`src/rtl/tick_timer_pkg.sv`:
```
package tick_timer_pkg;
  localparam int unsigned NUM_WORDS = 4;
  localparam int unsigned IDX_W     = $clog2(NUM_WORDS);

  // word indices on the register port
  localparam logic [IDX_W-1:0] IDX_CTRL = 2'd0;
  localparam logic [IDX_W-1:0] IDX_LOAD = 2'd1;
  localparam logic [IDX_W-1:0] IDX_CUR  = 2'd2;
  localparam logic [IDX_W-1:0] IDX_CAL  = 2'd3;

  // control word bit positions
  localparam int unsigned BIT_RUN  = 0;
  localparam int unsigned BIT_IRQ  = 1;
  localparam int unsigned BIT_CORE = 2;
  localparam int unsigned BIT_FLAG = 16;

  typedef struct packed {
    logic core;   // 1: core clock, 0: reference pulse
    logic irq;    // interrupt enable
    logic run;    // counter armed
  } ctrl_t;
endpackage

```
`src/rtl/tick_timer_count.sv`:
```
module tick_timer_count #(
  parameter int unsigned CNT_W = 24
) (
  input  logic             clk,
  input  logic             rst_n,
  input  logic             run,
  input  logic             use_core,
  input  logic             ref_tick,
  input  logic             clr,
  input  logic [CNT_W-1:0] reload,
  output logic [CNT_W-1:0] cnt,
  output logic             hit
);
  localparam logic [CNT_W-1:0] ONE  = {{(CNT_W-1){1'b0}}, 1'b1};
  localparam logic [CNT_W-1:0] ZERO = '0;

  logic             strobe;
  logic             cnt_en;
  logic [CNT_W-1:0] cnt_q;
  logic [CNT_W-1:0] cnt_nxt;

  always_comb begin
    strobe  = run && (use_core || ref_tick);
    cnt_en  = clr || strobe;
    cnt_nxt = cnt_q;
    if (clr)                cnt_nxt = ZERO;
    else if (cnt_q == ZERO) cnt_nxt = reload;
    else                    cnt_nxt = cnt_q - ONE;
    hit = strobe && !clr && (cnt_q == ONE);
  end

  always_ff @(posedge clk or negedge rst_n) begin
    if (!rst_n)      cnt_q <= ZERO;
    else if (cnt_en) cnt_q <= cnt_nxt;
  end

  assign cnt = cnt_q;

  // zero reloads on a counting clock
  a_r3_reload_from_zero: assert property (@(posedge clk) disable iff (!rst_n)
    (strobe && !clr && cnt_q == ZERO) |=> (cnt_q == $past(reload)));
  // nonzero value steps down by one
  a_r3_step_down: assert property (@(posedge clk) disable iff (!rst_n)
    (strobe && !clr && cnt_q != ZERO) |=> (cnt_q == $past(cnt_q) - ONE));
  // write to current word zeroes the counter
  a_r5_clear_wins: assert property (@(posedge clk) disable iff (!rst_n)
    clr |=> (cnt_q == ZERO));
  // no counting clock, no change
  a_r8_hold: assert property (@(posedge clk) disable iff (!rst_n)
    (!run && !clr) |=> $stable(cnt_q));
endmodule

```
`src/rtl/tick_timer_regs.sv`:
```
module tick_timer_regs
  import tick_timer_pkg::*;
#(
  parameter int unsigned DATA_W    = 32,
  parameter int unsigned CNT_W     = 24,
  parameter logic [CNT_W-1:0] CAL_TENMS = '0,
  parameter bit          CAL_SKEW  = 1'b0,
  parameter bit          CAL_NOREF = 1'b0
) (
  input  logic              clk,
  input  logic              rst_n,
  input  logic [IDX_W-1:0]  idx,
  input  logic              wr,
  input  logic              rd,
  input  logic [DATA_W-1:0] wdata,
  input  logic [CNT_W-1:0]  cnt,
  input  logic              hit,
  output ctrl_t             ctrl,
  output logic [CNT_W-1:0]  reload,
  output logic              cur_clr,
  output logic [DATA_W-1:0] rdata
);
  localparam int unsigned PAD_W = DATA_W - 2 - CNT_W;
  localparam logic [DATA_W-1:0] CAL_WORD =
    {CAL_NOREF, CAL_SKEW, {PAD_W{1'b0}}, CAL_TENMS};

  ctrl_t            ctrl_q, ctrl_nxt;
  logic             flag_q, flag_nxt;
  logic [CNT_W-1:0] load_q;
  logic             ctrl_wr, ctrl_rd, load_wr;
  logic             unused_wdata_bits;

  assign unused_wdata_bits = ^wdata;

  always_comb begin
    ctrl_wr  = wr && (idx == IDX_CTRL);
    ctrl_rd  = rd && (idx == IDX_CTRL);
    load_wr  = wr && (idx == IDX_LOAD);
    cur_clr  = wr && (idx == IDX_CUR);
    ctrl_nxt.run  = wdata[BIT_RUN];
    ctrl_nxt.irq  = wdata[BIT_IRQ];
    ctrl_nxt.core = CAL_NOREF ? 1'b1 : wdata[BIT_CORE];
    flag_nxt = hit ? 1'b1 : (ctrl_rd ? 1'b0 : flag_q);
  end

  always_ff @(posedge clk or negedge rst_n) begin
    if (!rst_n) begin
      ctrl_q <= '{core: CAL_NOREF, irq: 1'b0, run: 1'b0};
      flag_q <= 1'b0;
      load_q <= '0;
    end else begin
      if (ctrl_wr)          ctrl_q <= ctrl_nxt;
      if (hit || ctrl_rd)   flag_q <= flag_nxt;
      if (load_wr)          load_q <= wdata[CNT_W-1:0];
    end
  end

  always_comb begin
    rdata = '0;
    case (idx)
      IDX_CTRL: begin
        rdata[BIT_RUN]  = ctrl_q.run;
        rdata[BIT_IRQ]  = ctrl_q.irq;
        rdata[BIT_CORE] = ctrl_q.core;
        rdata[BIT_FLAG] = flag_q;
      end
      IDX_LOAD: rdata[CNT_W-1:0] = load_q;
      IDX_CUR:  rdata[CNT_W-1:0] = cnt;
      default:  rdata = CAL_WORD;
    endcase
  end

  assign ctrl   = ctrl_q;
  assign reload = load_q;

  // a tick always leaves the flag set
  a_r4_flag_set: assert property (@(posedge clk) disable iff (!rst_n)
    hit |=> flag_q);
  // flag only drops on a control read
  a_r4_flag_sticky: assert property (@(posedge clk) disable iff (!rst_n)
    (flag_q && !ctrl_rd) |=> flag_q);
  // strap locks the clock-source bit
  a_r10_core_locked: assert property (@(posedge clk) disable iff (!rst_n)
    (ctrl_q.core || !CAL_NOREF));
endmodule

```
`src/rtl/tick_timer.sv`:
```
module tick_timer
  import tick_timer_pkg::*;
#(
  parameter int unsigned DATA_W    = 32,
  parameter int unsigned CNT_W     = 24,
  parameter logic [CNT_W-1:0] CAL_TENMS = 24'd1000000,
  parameter bit          CAL_SKEW  = 1'b1,
  parameter bit          CAL_NOREF = 1'b0
) (
  input  logic              clk,
  input  logic              rst_n,
  input  logic              ref_tick,
  input  logic [1:0]        bus_idx,
  input  logic              bus_wr,
  input  logic              bus_rd,
  input  logic [DATA_W-1:0] bus_wdata,
  output logic [DATA_W-1:0] bus_rdata,
  output logic              tick_irq
);
  ctrl_t            ctrl;
  logic [CNT_W-1:0] reload;
  logic [CNT_W-1:0] cnt;
  logic             cur_clr;
  logic             hit;
  logic             irq_q, irq_nxt;

  tick_timer_regs #(
    .DATA_W(DATA_W), .CNT_W(CNT_W), .CAL_TENMS(CAL_TENMS),
    .CAL_SKEW(CAL_SKEW), .CAL_NOREF(CAL_NOREF)
  ) regs_i (
    .clk(clk), .rst_n(rst_n), .idx(bus_idx), .wr(bus_wr), .rd(bus_rd),
    .wdata(bus_wdata), .cnt(cnt), .hit(hit), .ctrl(ctrl),
    .reload(reload), .cur_clr(cur_clr), .rdata(bus_rdata)
  );

  tick_timer_count #(.CNT_W(CNT_W)) count_i (
    .clk(clk), .rst_n(rst_n), .run(ctrl.run), .use_core(ctrl.core),
    .ref_tick(ref_tick), .clr(cur_clr), .reload(reload),
    .cnt(cnt), .hit(hit)
  );

  always_comb irq_nxt = hit && ctrl.irq;

  always_ff @(posedge clk or negedge rst_n) begin
    if (!rst_n) irq_q <= 1'b0;
    else        irq_q <= irq_nxt;
  end

  assign tick_irq = irq_q;

  // request only follows a tick with interrupts enabled
  a_r6_irq_cause: assert property (@(posedge clk) disable iff (!rst_n)
    tick_irq |-> ($past(hit) && $past(ctrl.irq)));
  // request is a single-cycle pulse
  a_r6_irq_single: assert property (@(posedge clk) disable iff (!rst_n)
    tick_irq |=> !tick_irq);
endmodule

```
`config.mk`:
```
export PLATFORM = sky130hd
export DESIGN_NAME = tick_timer
export DESIGN_NICKNAME = d
export VERILOG_FILES = /design/src/rtl/tick_timer_pkg.sv /design/src/rtl/tick_timer_count.sv /design/src/rtl/tick_timer_regs.sv /design/src/rtl/tick_timer.sv
export SDC_FILE = /design/constraint.sdc
export NUM_CORES = 1
export LEC_CHECK = 0
export ABC_AREA = 1
export BUFFER_PORTS_ARGS = -buffer_cell sky130_fd_sc_hd__buf_2
export CAP_MARGIN = 10
export CORE_ASPECT_RATIO = 0.8
export CORE_MARGIN = 1.5
export CORE_UTILIZATION = 55
export CTS_CLUSTER_SIZE = 16
export DETAILED_ROUTE_END_ITERATION = 12
export PLACE_DENSITY = 0.8
export SYNTH_ARGS = -nofsm -noshare
export SYNTH_HDL_FRONTEND = slang
export SYNTH_SLANG_ARGS = --single-unit
```
`constraint.sdc`:
```
create_clock -name clk -period 2 [get_ports clk]
set_input_delay 0.1 -clock clk [delete_from_list [all_inputs] [get_ports clk]]
set_output_delay 0.1 -clock clk [all_outputs]
set_load 0.02 [all_outputs]
```
**Word-level counts from Yosys, hierarchy flattened**

Cells that the tools add are included.

- $add $sub $neg: 1
- Eq/ne operators: 3
- Mux-type cells: 9
- Reductions and logical operators: 17

Operators by type and width:

| operator | number |
|---|---|
| 24-bit two-way mux | 2 |
| 13-bit case mux with 3 select lines | 1 |
| 24-bit by 1-bit equality test with 1-bit output, second input constant | 1 |
| 24-bit zero test | 1 |
| 24-bit by 1-bit subtractor with 24-bit output, second input constant | 1 |
| 7-bit case mux with 3 select lines | 1 |
| 3-bit case mux with 3 select lines | 1 |
| 1-bit logical AND | 8 |
| 7-bit two-way mux | 1 |
| 1-bit logical OR | 3 |
| 1-bit case mux with 3 select lines | 1 |
| 3-bit OR reduction | 1 |
| 2-bit by 1-bit equality test with 1-bit output, second input constant | 1 |
| 2-bit equality test, second input constant | 1 |
| 2-bit zero test | 1 |
| 1-bit two-way mux | 2 |
| 2-bit AND reduction | 1 |
| 2-bit nonzero test | 1 |
| 1-bit zero test | 1 |

- Register bits: 53
- Output and inout port bits: 33
- Logic and storage cells: 37

**Logic depth before layout (Yosys ltp)**

Gate-level depths: netlist of the first run.

- Depth in word-level cells: 7
- Depth in mapped cells: 10

**Cells and area by module**

A second synthesis of the first run with hierarchy kept.

- Cells, all modules: 563
- Area, all modules: 3742.3 sq um

By module, submodules not included:

| module | instances | cells an instance | area an instance (sq um) |
|---|---|---|---|
| tick_timer_count | 1 | 336 | 2047.0 |
| tick_timer_regs | 1 | 224 | 1662.8 |
| tick_timer | 1 | 3 | 32.5 |

**Worst setup path after synthesis of the first run**

Ideal clock, no wire load.

- Path type: reg2reg
- Start: register count_i.cnt_q[0] (netlist: count_i.cnt[0])
- End: register count_i.cnt_q[13] (netlist: count_i.cnt[13])
- Data arrival time: 1307 ps
- Setup slack: 575 ps
- Cell stages (with the launch flop): 10
- Period minus slack after synthesis: 1425 ps
- Path through: dfrtp_1 -> inv_1 -> ha_1 -> nand2_1 -> nand3b_4 -> nor2_8 -> buf_6 -> nand2_1 -> nand3_1 -> nand2_1

- Longest elaborated chain between the ends: 3

RTL lines:

| item | line | text |
|---|---|---|
| start: declaration | tick_timer_count.sv:19 | `logic [CNT_W-1:0] cnt_q;` |
| start signal: assignment | tick_timer_count.sv:34 | `else if (cnt_en) cnt_q <= cnt_nxt;` |
| 24-bit by 1-bit subtractor with 24-bit output / 24-bit zero test (equally long branches) | tick_timer_count.sv:28, tick_timer_count.sv:27 |  |
| 24-bit two-way mux (*) | tick_timer_count.sv:27 | `else if (cnt_q == ZERO) cnt_nxt = reload;` |
| 24-bit two-way mux (*) | tick_timer_count.sv:26 | `if (clr) cnt_nxt = ZERO;` |

Every way passes the cells marked *; elsewhere a longest branch is shown, timed or not.
A chain may end at the register's enable or synchronous reset.

**Worst setup path in the final report of the first run**

- Start: register count_i.cnt_q[0] (netlist: count_i.cnt[0])
- End: register count_i.cnt_q[10] (netlist: count_i.cnt[10])

The elaborated chain is that of the path after synthesis.

==> results of run 1 <==
[layout make-up]
cell class,instances,area (um2)
fillers,553,2130
multi-input cells,352,1670
flip-flops and latches,53,1330
repair buffers,66,358
inverters,70,263
well taps,81,101
clock buffers,6,82.6
clock inverters,2,17.5
[cell families (layout without fill, tap and decap cells)]
| group | after synthesis | in the layout |
|---|---|---|
| and+or+nand+nor | 269 | 269 |
| AOI/OAI and AO/OA | 66 | 66 |
| xor gates and xnor gates | 7 | 7 |
| buffers and inverters | 94 | 144 |
| adders and majority gates | 3 | 3 |
| other | 1 | 7 |
| DFF | 53 | 53 |
[power by group]
group          internal, mW  leakage, nW  switching (mW)
Sequential             1.34        0.650           0.297
Clock                 0.288       0.0518           0.382
Combinational         0.975         1.46            1.99
[per-stage QoR]
step / cells / cell area (um2) / total power [mW] / setup slack [ns]
after detailed placement: 621 / 3710 / 4.56 / 0.298
after floorplan: 499 / 3410 / 3.92 / 0.575
after global placement: 621 / 3710 / 4.47 / 0.340
final: 630 / 3820 / 5.28 / 0.243
after CTS: 630 / 3820 / 5.24 / 0.283
after global routing: 630 / 3820 / 5.74 / 0.107
[metal layers]
layer | GRT usage | wire (um)
met1 | 0.428 | 4330
met3 | 0.0427 | 657
met2 | 0.391 | 3710
met5 | 0 | 0
met4 | 0.0816 | 97
[registers in the layout (all words and copies together) (netlist names)]
name / cells
tick_irq: 1
count_i.cnt: 24
regs_i.reload: 24
regs_i.ctrl: 3
regs_i.flag_q: 1
[path summary, 6_finish.rpt]
path / start / to / slack (ns) / cells past startpoint
hold / removal: bus_wdata[13] / regs_i.reload[13] / 0.03 / 3
max in group asynchronous: rst_n / regs_i.reload[5] / 1.12 / 3
min in group asynchronous: rst_n / regs_i.reload[1] / 0.43 / 3
setup / recovery: count_i.cnt[0] / count_i.cnt[10] / 0.24 / 7
hold reg to reg: regs_i.flag_q / regs_i.flag_q / 0.50 / 2
setup reg to reg: count_i.cnt[0] / count_i.cnt[10] / 0.24 / 7
[synthesized netlist by cell type (7+ instances only)]
cell | count | area, um2
sky130_fd_sc_hd__nand2_1 | 151 | 567
sky130_fd_sc_hd__inv_1 | 67 | 251
sky130_fd_sc_hd__nor2_1 | 58 | 218
sky130_fd_sc_hd__dfrtp_1 | 53 | 1330
sky130_fd_sc_hd__nand3_1 | 37 | 185
sky130_fd_sc_hd__a21oi_1 | 31 | 155
sky130_fd_sc_hd__o22ai_1 | 15 | 93.8
sky130_fd_sc_hd__o21ai_0 | 9 | 45.0
sky130_fd_sc_hd__o221ai_1 | 9 | 78.8
sky130_fd_sc_hd__buf_4 | 8 | 60.1
sky130_fd_sc_hd__nor2_2 | 8 | 50.1
sky130_fd_sc_hd__nand4_1 | 7 | 43.8
[worst min-delay path: cells and delay by family]
family                 cells  cell delay (ns)
AOI/OAI and AO/OA          1             0.10
and+or+nand+nor            1             0.03
buffers and inverters      1             0.07
==> results.md, run 1 <==
- Flops & latches, synth: 53
- Initial cell density of the core: 0.571
- Setup_tns: 0 ns
- DRC violations left: 0
- Number of instances in the synthesized netlist: 493
- Clock network latency to the later pin of the worst-skew pair: 0.32 ns
- Class of the most critical hold timing path: input port to register
- Final clock skew: 0.00768 ns
- Routability congestion estimate from global placement: 0.930
- Synth-to-Final Area Change: 12.5%
- Count of final setup violators: 0
- Crit-path leading delay family: simple AND/OR/NAND/NOR gates
- Number of instances resized during post-cts repair: 0
- Synth Flop Type: sky130_fd_sc_hd__dfrtp_1
- Most common library cell in the layout ignoring fill and taps: sky130_fd_sc_hd__nand2_1
- Area enclosed by the die boundary: 6650 um2
- Simple logic cell fraction of the synthesized area: 0.342
- Final Hold Vio Count: 0
- Initial antenna violation count: 0
- Syn avg cell area: 6.88 um2
- Peak per-stage delay on the critical path: 0.44 ns
- Die Ht: 73.2 um
- Overall routed net length: 8790 um
- Number of slew-limit violations in the final report: 0
- Number of clock sinks: 53
- Placed wire-length estimate after detailed placement: 6310 um
- Iteration-0 DRC Markers: 312
- Clock buffer depth: 2
- Transition time of the tightest slew-check pin: 0.670 ns
- Wire per inst: 14.0 um
- CTS HTree Levels: 2
- Synth Area in XOR/XNOR: 0.0181
- Overall via count from detail_route: 3,344
- Wire length of the first global-routing pass: 14,000 um
- CP Class: register to register
- Critical path arrival: 1.99 ns
- Clock tree from TritonCTS: built
- IO Pins: 72
- Via density per instance: 5.31
- Share of cell area taken by muxes after synthesis: 0
- Critical Path Sink Type: register
- Number of distinct library cells after synthesis: 28
- Tmin final: 1.76 ns
- Fmax achieved: 569 MHz
- Fraction of synthesis flops using an asynchronous set or reset pin: 1.00
- Worst hold slack after final layout: 0.0262 ns
- Main combinational cell family by area after synthesis: simple AND/OR/NAND/NOR gates
- Worst IR Drop VDD: 492 uV
- Critical Path Slowest Stage Cell: sky130_fd_sc_hd__dfrtp_1
- Share of synthesized cell area in full adder, half adder and majority cells: 0.0111
- P per Cell Area: 1380 nW/um2
- Cell-by-cell trace of the critical path: inv_1, ha_1, nand2_1, nand3b_4, nor2_8, nor2_1, o21ai_0
- Pin count of the biggest net entering global routing: 54
- Combined buffer and inverter count along the critical path: 1
- Worst slew slack as a fraction of its limit: 0.553
- Number of buffers inserted during clock tree synthesis: 5
- Setup crit start kind: register
- Status: finished, final reports clean
- Peak fanout along the critical path: 28
- Post-synth EDFFs: 0
- Post-CTS Repair Setup Buffers: 0
- Final core utilization: 0.642
- # hold bufs at CTS: 1
- Nets: 590
- Number of core rows: 25
- Register clock-pin slew on the reported worst setup and hold paths: 0.10 ns
- Combined global-route utilization of all metal layers: 0.275
- Horiz. Die Dim: 90.8 um
- Sequential fraction of the synthesis area: 0.391
- Worst path required time: 2.23 ns
- Commonest cells after routing, fill and taps aside: sky130_fd_sc_hd__nand2_1, sky130_fd_sc_hd__inv_1, sky130_fd_sc_hd__nor2_1
- Detailed Routing Iterations Pass 1: 5
- ANT nets after route: 0
- RSZ-0062 raised after global routing: no
- YS warnings: 0
- Total inserted antenna cells: 0
- Compound-gate portion of the synthesized area: 0.113
- Layout cell share with drive strength beyond 1: 0.166
- Netlist area before placement: 3390 um2
- GRT Residual Overflow: 0
- Count of buffers from port buffering: 56
- Core area: 5940 um2
- Number of max-cap violations: 0
- CTS root buf: sky130_fd_sc_hd__clkbuf_8
- Number of global-route vias before repair: 2,765
- Leak pwr: 2.16 nW
- Share of the clock period used by the worst path: 0.879
(Power assumes the default switching activity.)
==> run 2: changes to the inputs <==
CTS_CLUSTER_SIZE = 30   (was 16)
MAX_ROUTING_LAYER = met4   (was default)
PLACE_DENSITY = 0.79   (was 0.8)
SYNTH_HIERARCHICAL = 1   (was default)
==> results.md, run 2 <==
- Fmax achieved: 543 MHz (-4.6%)
- Commonest cells after routing, fill and taps aside: sky130_fd_sc_hd__nand2_1, sky130_fd_sc_hd__buf_2, sky130_fd_sc_hd__inv_1, sky130_fd_sc_hd__dfrtp_1, sky130_fd_sc_hd__nand3_1
- Worst IR Drop VDD: 532 uV (+8.1%)
- Finished layout cell area: 4120 um2 (+7.9%)
- Post-CTS Repair Setup Buffers: 0 (unchanged)
- Wire length of the first global-routing pass: 16,100 um (+15%)
- Combined buffer and inverter count along the critical path: 0 (-1)
- Number of slew-limit violations in the final report: 0 (unchanged)
- Total inserted antenna cells: 0 (unchanged)
- Multi-input gate area: 1980 um2 (+18%)
- Leak pwr: 2.41 nW (+11%)
- Most repeated library cell on the critical path: sky130_fd_sc_hd__nand2_1
- Routability congestion estimate from global placement: 0.952 (+2.3%)
- Detailed Routing Iterations Pass 1: 5 (unchanged)
- CP Class: register to register
- Die Ht: 76.8 um (+4.8%)
- Number of global-route vias before repair: 3,479 (+26%)
- Transition time of the tightest slew-check pin: 0.516 ns (-0.154 ns)
- CTS root buf: sky130_fd_sc_hd__clkbuf_8
- Internal power: 2.73 mW (+4.9%)
- Fraction of synthesis flops using an asynchronous set or reset pin: 1.00 (unchanged)
- Routing usage on met3: 0.0407 (-0.00203)
- Placed wire-length estimate after detailed placement: 6730 um (+6.6%)
- Status: finished, final reports clean
- Clock buffer depth: 2 (unchanged)
- Number of max-cap violations: 0 (unchanged)
- Layout cell share with drive strength beyond 1: 0.175 (+0.00880)
- Initial cell density of the core: 0.578 (+0.00735)
- Core area: 6470 um2 (+8.9%)
- Leading cell type by number of instances after synthesis: sky130_fd_sc_hd__nand2_1
- Via density per instance: 5.36 (+0.90%)
- DRC violations left: 0 (unchanged)
- Count of buffers from port buffering: 56 (unchanged)
- Synth-to-Final Area Change: 10.1%
- Class of the most critical hold timing path: input port to register
- Count of final setup violators: 0 (unchanged)
- Iteration-0 DRC Markers: 359 (+15%)
- Register clock-pin slew on the reported worst setup and hold paths: 0.10 ns (about the same)
- Number of clock sinks: 53 (unchanged)
- Number of fill cells in the layout: 569 (+2.9%)
- Setup_tns: 0 ns (unchanged)
- Flops & latches, synth: 53 (unchanged)
- IO Pins: 72 (unchanged)
- Combined global-route utilization of all metal layers: 0.287 (+0.0118)
- Placed inst area: 3980 um2 (+7.5%)
- Post-synth EDFFs: 0 (unchanged)
- Share of Yosys cell area claimed by the top area cell type: 0.354 (-0.0366)
- Peak per-stage delay on the critical path: 0.47 ns (+0.03 ns)
- Worst slew slack as a fraction of its limit: 0.656 (+0.103)
- Number of instances in the synthesized netlist: 563 (+14%)
- Critical Path Slowest Stage Cell: sky130_fd_sc_hd__dfrtp_1
- Most area-consuming cells after synthesis: sky130_fd_sc_hd__dfrtp_1, sky130_fd_sc_hd__nand2_1, sky130_fd_sc_hd__nand3_1, sky130_fd_sc_hd__inv_1, sky130_fd_sc_hd__nand4_1
- Clock network latency to the later pin of the worst-skew pair: 0.31 ns (about the same)
- YS warnings: 6 (+6)
- Wire per inst: 13.6 um (-2.4%)
- Overall routed net length: 9490 um (+8.0%)
- RSZ-0062 raised after global routing: no
- Reported net switching power: 2.74 mW (+2.3%)
- Tmin final: 1.84 ns (+0.0838 ns)
- GRT Residual Overflow: 0 (unchanged)
- Nets: 654 (+11%)
- Final core utilization: 0.636 (-0.00587)
- Largest area contributor in the netlist: sky130_fd_sc_hd__dfrtp_1
- Cell-by-cell trace of the critical path: nor2_2, nand2_1, nor2_4, nand2_4, nor2_8, a21oi_1, nand2_1, nand2_1
- Comb power frac: 0.539 (-0.024)
- Switching share of power: 0.501 (-0.00615)
- P per Cell Area: 1330 nW/um2 (-4.0%)
- Number of buffers inserted during clock tree synthesis: 5 (unchanged)
- Netlist area before placement: 3740 um2 (+10%)
- Critical path arrival: 2.06 ns (+0.07 ns)
- Most used routing layer: met1
- Setup crit start kind: register
- Final clock skew: 0.00538 ns (-0.00230 ns)
- Pin count of the biggest net entering global routing: 34 (-37%)
- Clock share of power: 0.142 (+0.015)
- Register cell area after layout: 1330 um2 (unchanged)
- ANT nets after route: 0 (unchanged)
- Worst path required time: 2.22 ns (about the same)
- Most frequent cells after synthesis: sky130_fd_sc_hd__nand2_1, sky130_fd_sc_hd__dfrtp_1, sky130_fd_sc_hd__inv_1, sky130_fd_sc_hd__nand3_1, sky130_fd_sc_hd__nor2_1
- Number of core rows: 26 (+4.0%)
- Clock tree from TritonCTS: built
- Horiz. Die Dim: 95.2 um (+4.9%)
- Global routing met1 resource utilization: 0.427 (-0.00105)
- Most common library cell in the layout ignoring fill and taps: sky130_fd_sc_hd__nand2_1
- Area enclosed by the die boundary: 7310 um2 (+9.9%)
- Initial antenna violation count: 0 (unchanged)
- Syn avg cell area: 6.65 um2 (-3.4%)
- CTS HTree Levels: 2 (unchanged)
- Share of the clock period used by the worst path: 0.920 (+0.0419)
- M2 GR Usage: 0.396 (+0.00477)
- Number of distinct library cells after synthesis: 29 (+3.6%)
- Crit-path leading delay family: simple AND/OR/NAND/NOR gates
- Overall via count from detail_route: 3,733 (+12%)
- Sequential fraction of the synthesis area: 0.354 (-0.0366)
- Synth Flop Type: sky130_fd_sc_hd__dfrtp_1
- Final Hold Vio Count: 0 (unchanged)
- Sequential power share: 0.319 (+0.009)
- Peak fanout along the critical path: 26 (-7.1%)
- Critical Path Sink Type: register
-- run 2: cell count changes after synthesis, moves of 9 or more --
cell and delta:
sky130_fd_sc_hd__a21oi_1 -17, sky130_fd_sc_hd__inv_1 -14, sky130_fd_sc_hd__nand2_1 +89, sky130_fd_sc_hd__nand2_2 +11, sky130_fd_sc_hd__nand3_1 +15, sky130_fd_sc_hd__nand4_1 +24, sky130_fd_sc_hd__nor2_1 -18, sky130_fd_sc_hd__o221ai_1 -9
sky130_fd_sc_hd__o22ai_1 -15
-- run 2: worst paths after layout --
kind                                      start           endpoint  slack [ns]  cells past startpoint
worst min register to register    regs_i/flag_q      regs_i/flag_q        0.48                      2
max in group asynchronous                 rst_n  regs_i/reload[22]        1.15                      3
min in group asynchronous                 rst_n     count_i/cnt[6]        0.29                      2
worst max-delay path            count_i/cnt[12]    count_i/cnt[19]        0.16                      8
worst max register to register  count_i/cnt[12]    count_i/cnt[19]        0.16                      8
worst min-delay path               bus_wdata[1]     regs_i/ctrl[1]        0.03                      3
-- run 2: worst min-delay path, cell delays in order --
cell and delay [ns]:
sky130_fd_sc_hd__buf_2 0.09, sky130_fd_sc_hd__nand3_1 0.07, sky130_fd_sc_hd__nand2_1 0.06
-- run 2: metrics by stage --
step           power (mW)  hold slack (ns)  worst slack (ns)  instances
2_1_floorplan        3.98           -0.196             0.472        569
4_1_cts              5.40           0.0248             0.139        697
5_1_grt              5.97           0.0314            0.0121        697
3_3_place_gp         4.52           0.0969             0.215        688
6_report             5.46           0.0291             0.159        697
3_5_place_dp         4.60           0.0982             0.169        688
-- run 2: kinds of logic (layout without fill, tap and decap cells) --
kind of cell / Yosys count / in the layout / share of synthesized area
xor+xnor: 6 / 6 / 0.0140
compound gates: 18 / 18 / 0.0241
fa+ha+maj: 3 / 3 / 0.0100
buf+inv: 88 / 132 / 0.126
other cells: 1 / 7 / 0.00100
simple gates: 394 / 394 / 0.470
flops: 53 / 53 / 0.354
-- run 2: power groups by stage --
| stage | clock [mW] | sequential, mW | combinational (mW) |
|---|---|---|---|
| 5_1_grt | 0.828 | 1.79 | 3.35 |
| 3_5_place_dp | 0 | 1.75 | 2.85 |
| 6_report | 0.774 | 1.74 | 2.95 |
| 2_1_floorplan | 0 | 1.64 | 2.34 |
| 3_3_place_gp | 0 | 1.74 | 2.78 |
| 4_1_cts | 0.786 | 1.73 | 2.88 |
-- run 2: final cells by class --
| class | instances | share of cell area |
|---|---|---|
| Multi-Input combinational cell | 428 | 0.480 |
| Sequential cell | 53 | 0.322 |
| Timing Repair Buffer | 68 | 0.0935 |
| Inverter | 56 | 0.0510 |
| Tap cell | 84 | 0.0255 |
| Clock buffer | 5 | 0.0167 |
| Clock inverter | 3 | 0.0115 |
-- run 2: metal layers --
| layer | vias up | part of all wire | wire length, um |
|---|---|---|---|
| li1 | 1842 | - | - |
| met1 | 1688 | 0.47 | 4440 |
| met3 | 22 | 0.086 | 817 |
| met5 | - | 0 | 0 |
| met2 | 181 | 0.43 | 4070 |
| met4 | 0 | 0.017 | 161 |
-- run 2: repair_timing --
| action | in CTS | in global routing |
|---|---|---|
| endpoints found under the setup margin | 0 | 11 |
| resized for setup | 0 | 3 |
| hold buffers | 1 | 0 |
| hold endpoints to repair | 20 | 0 |
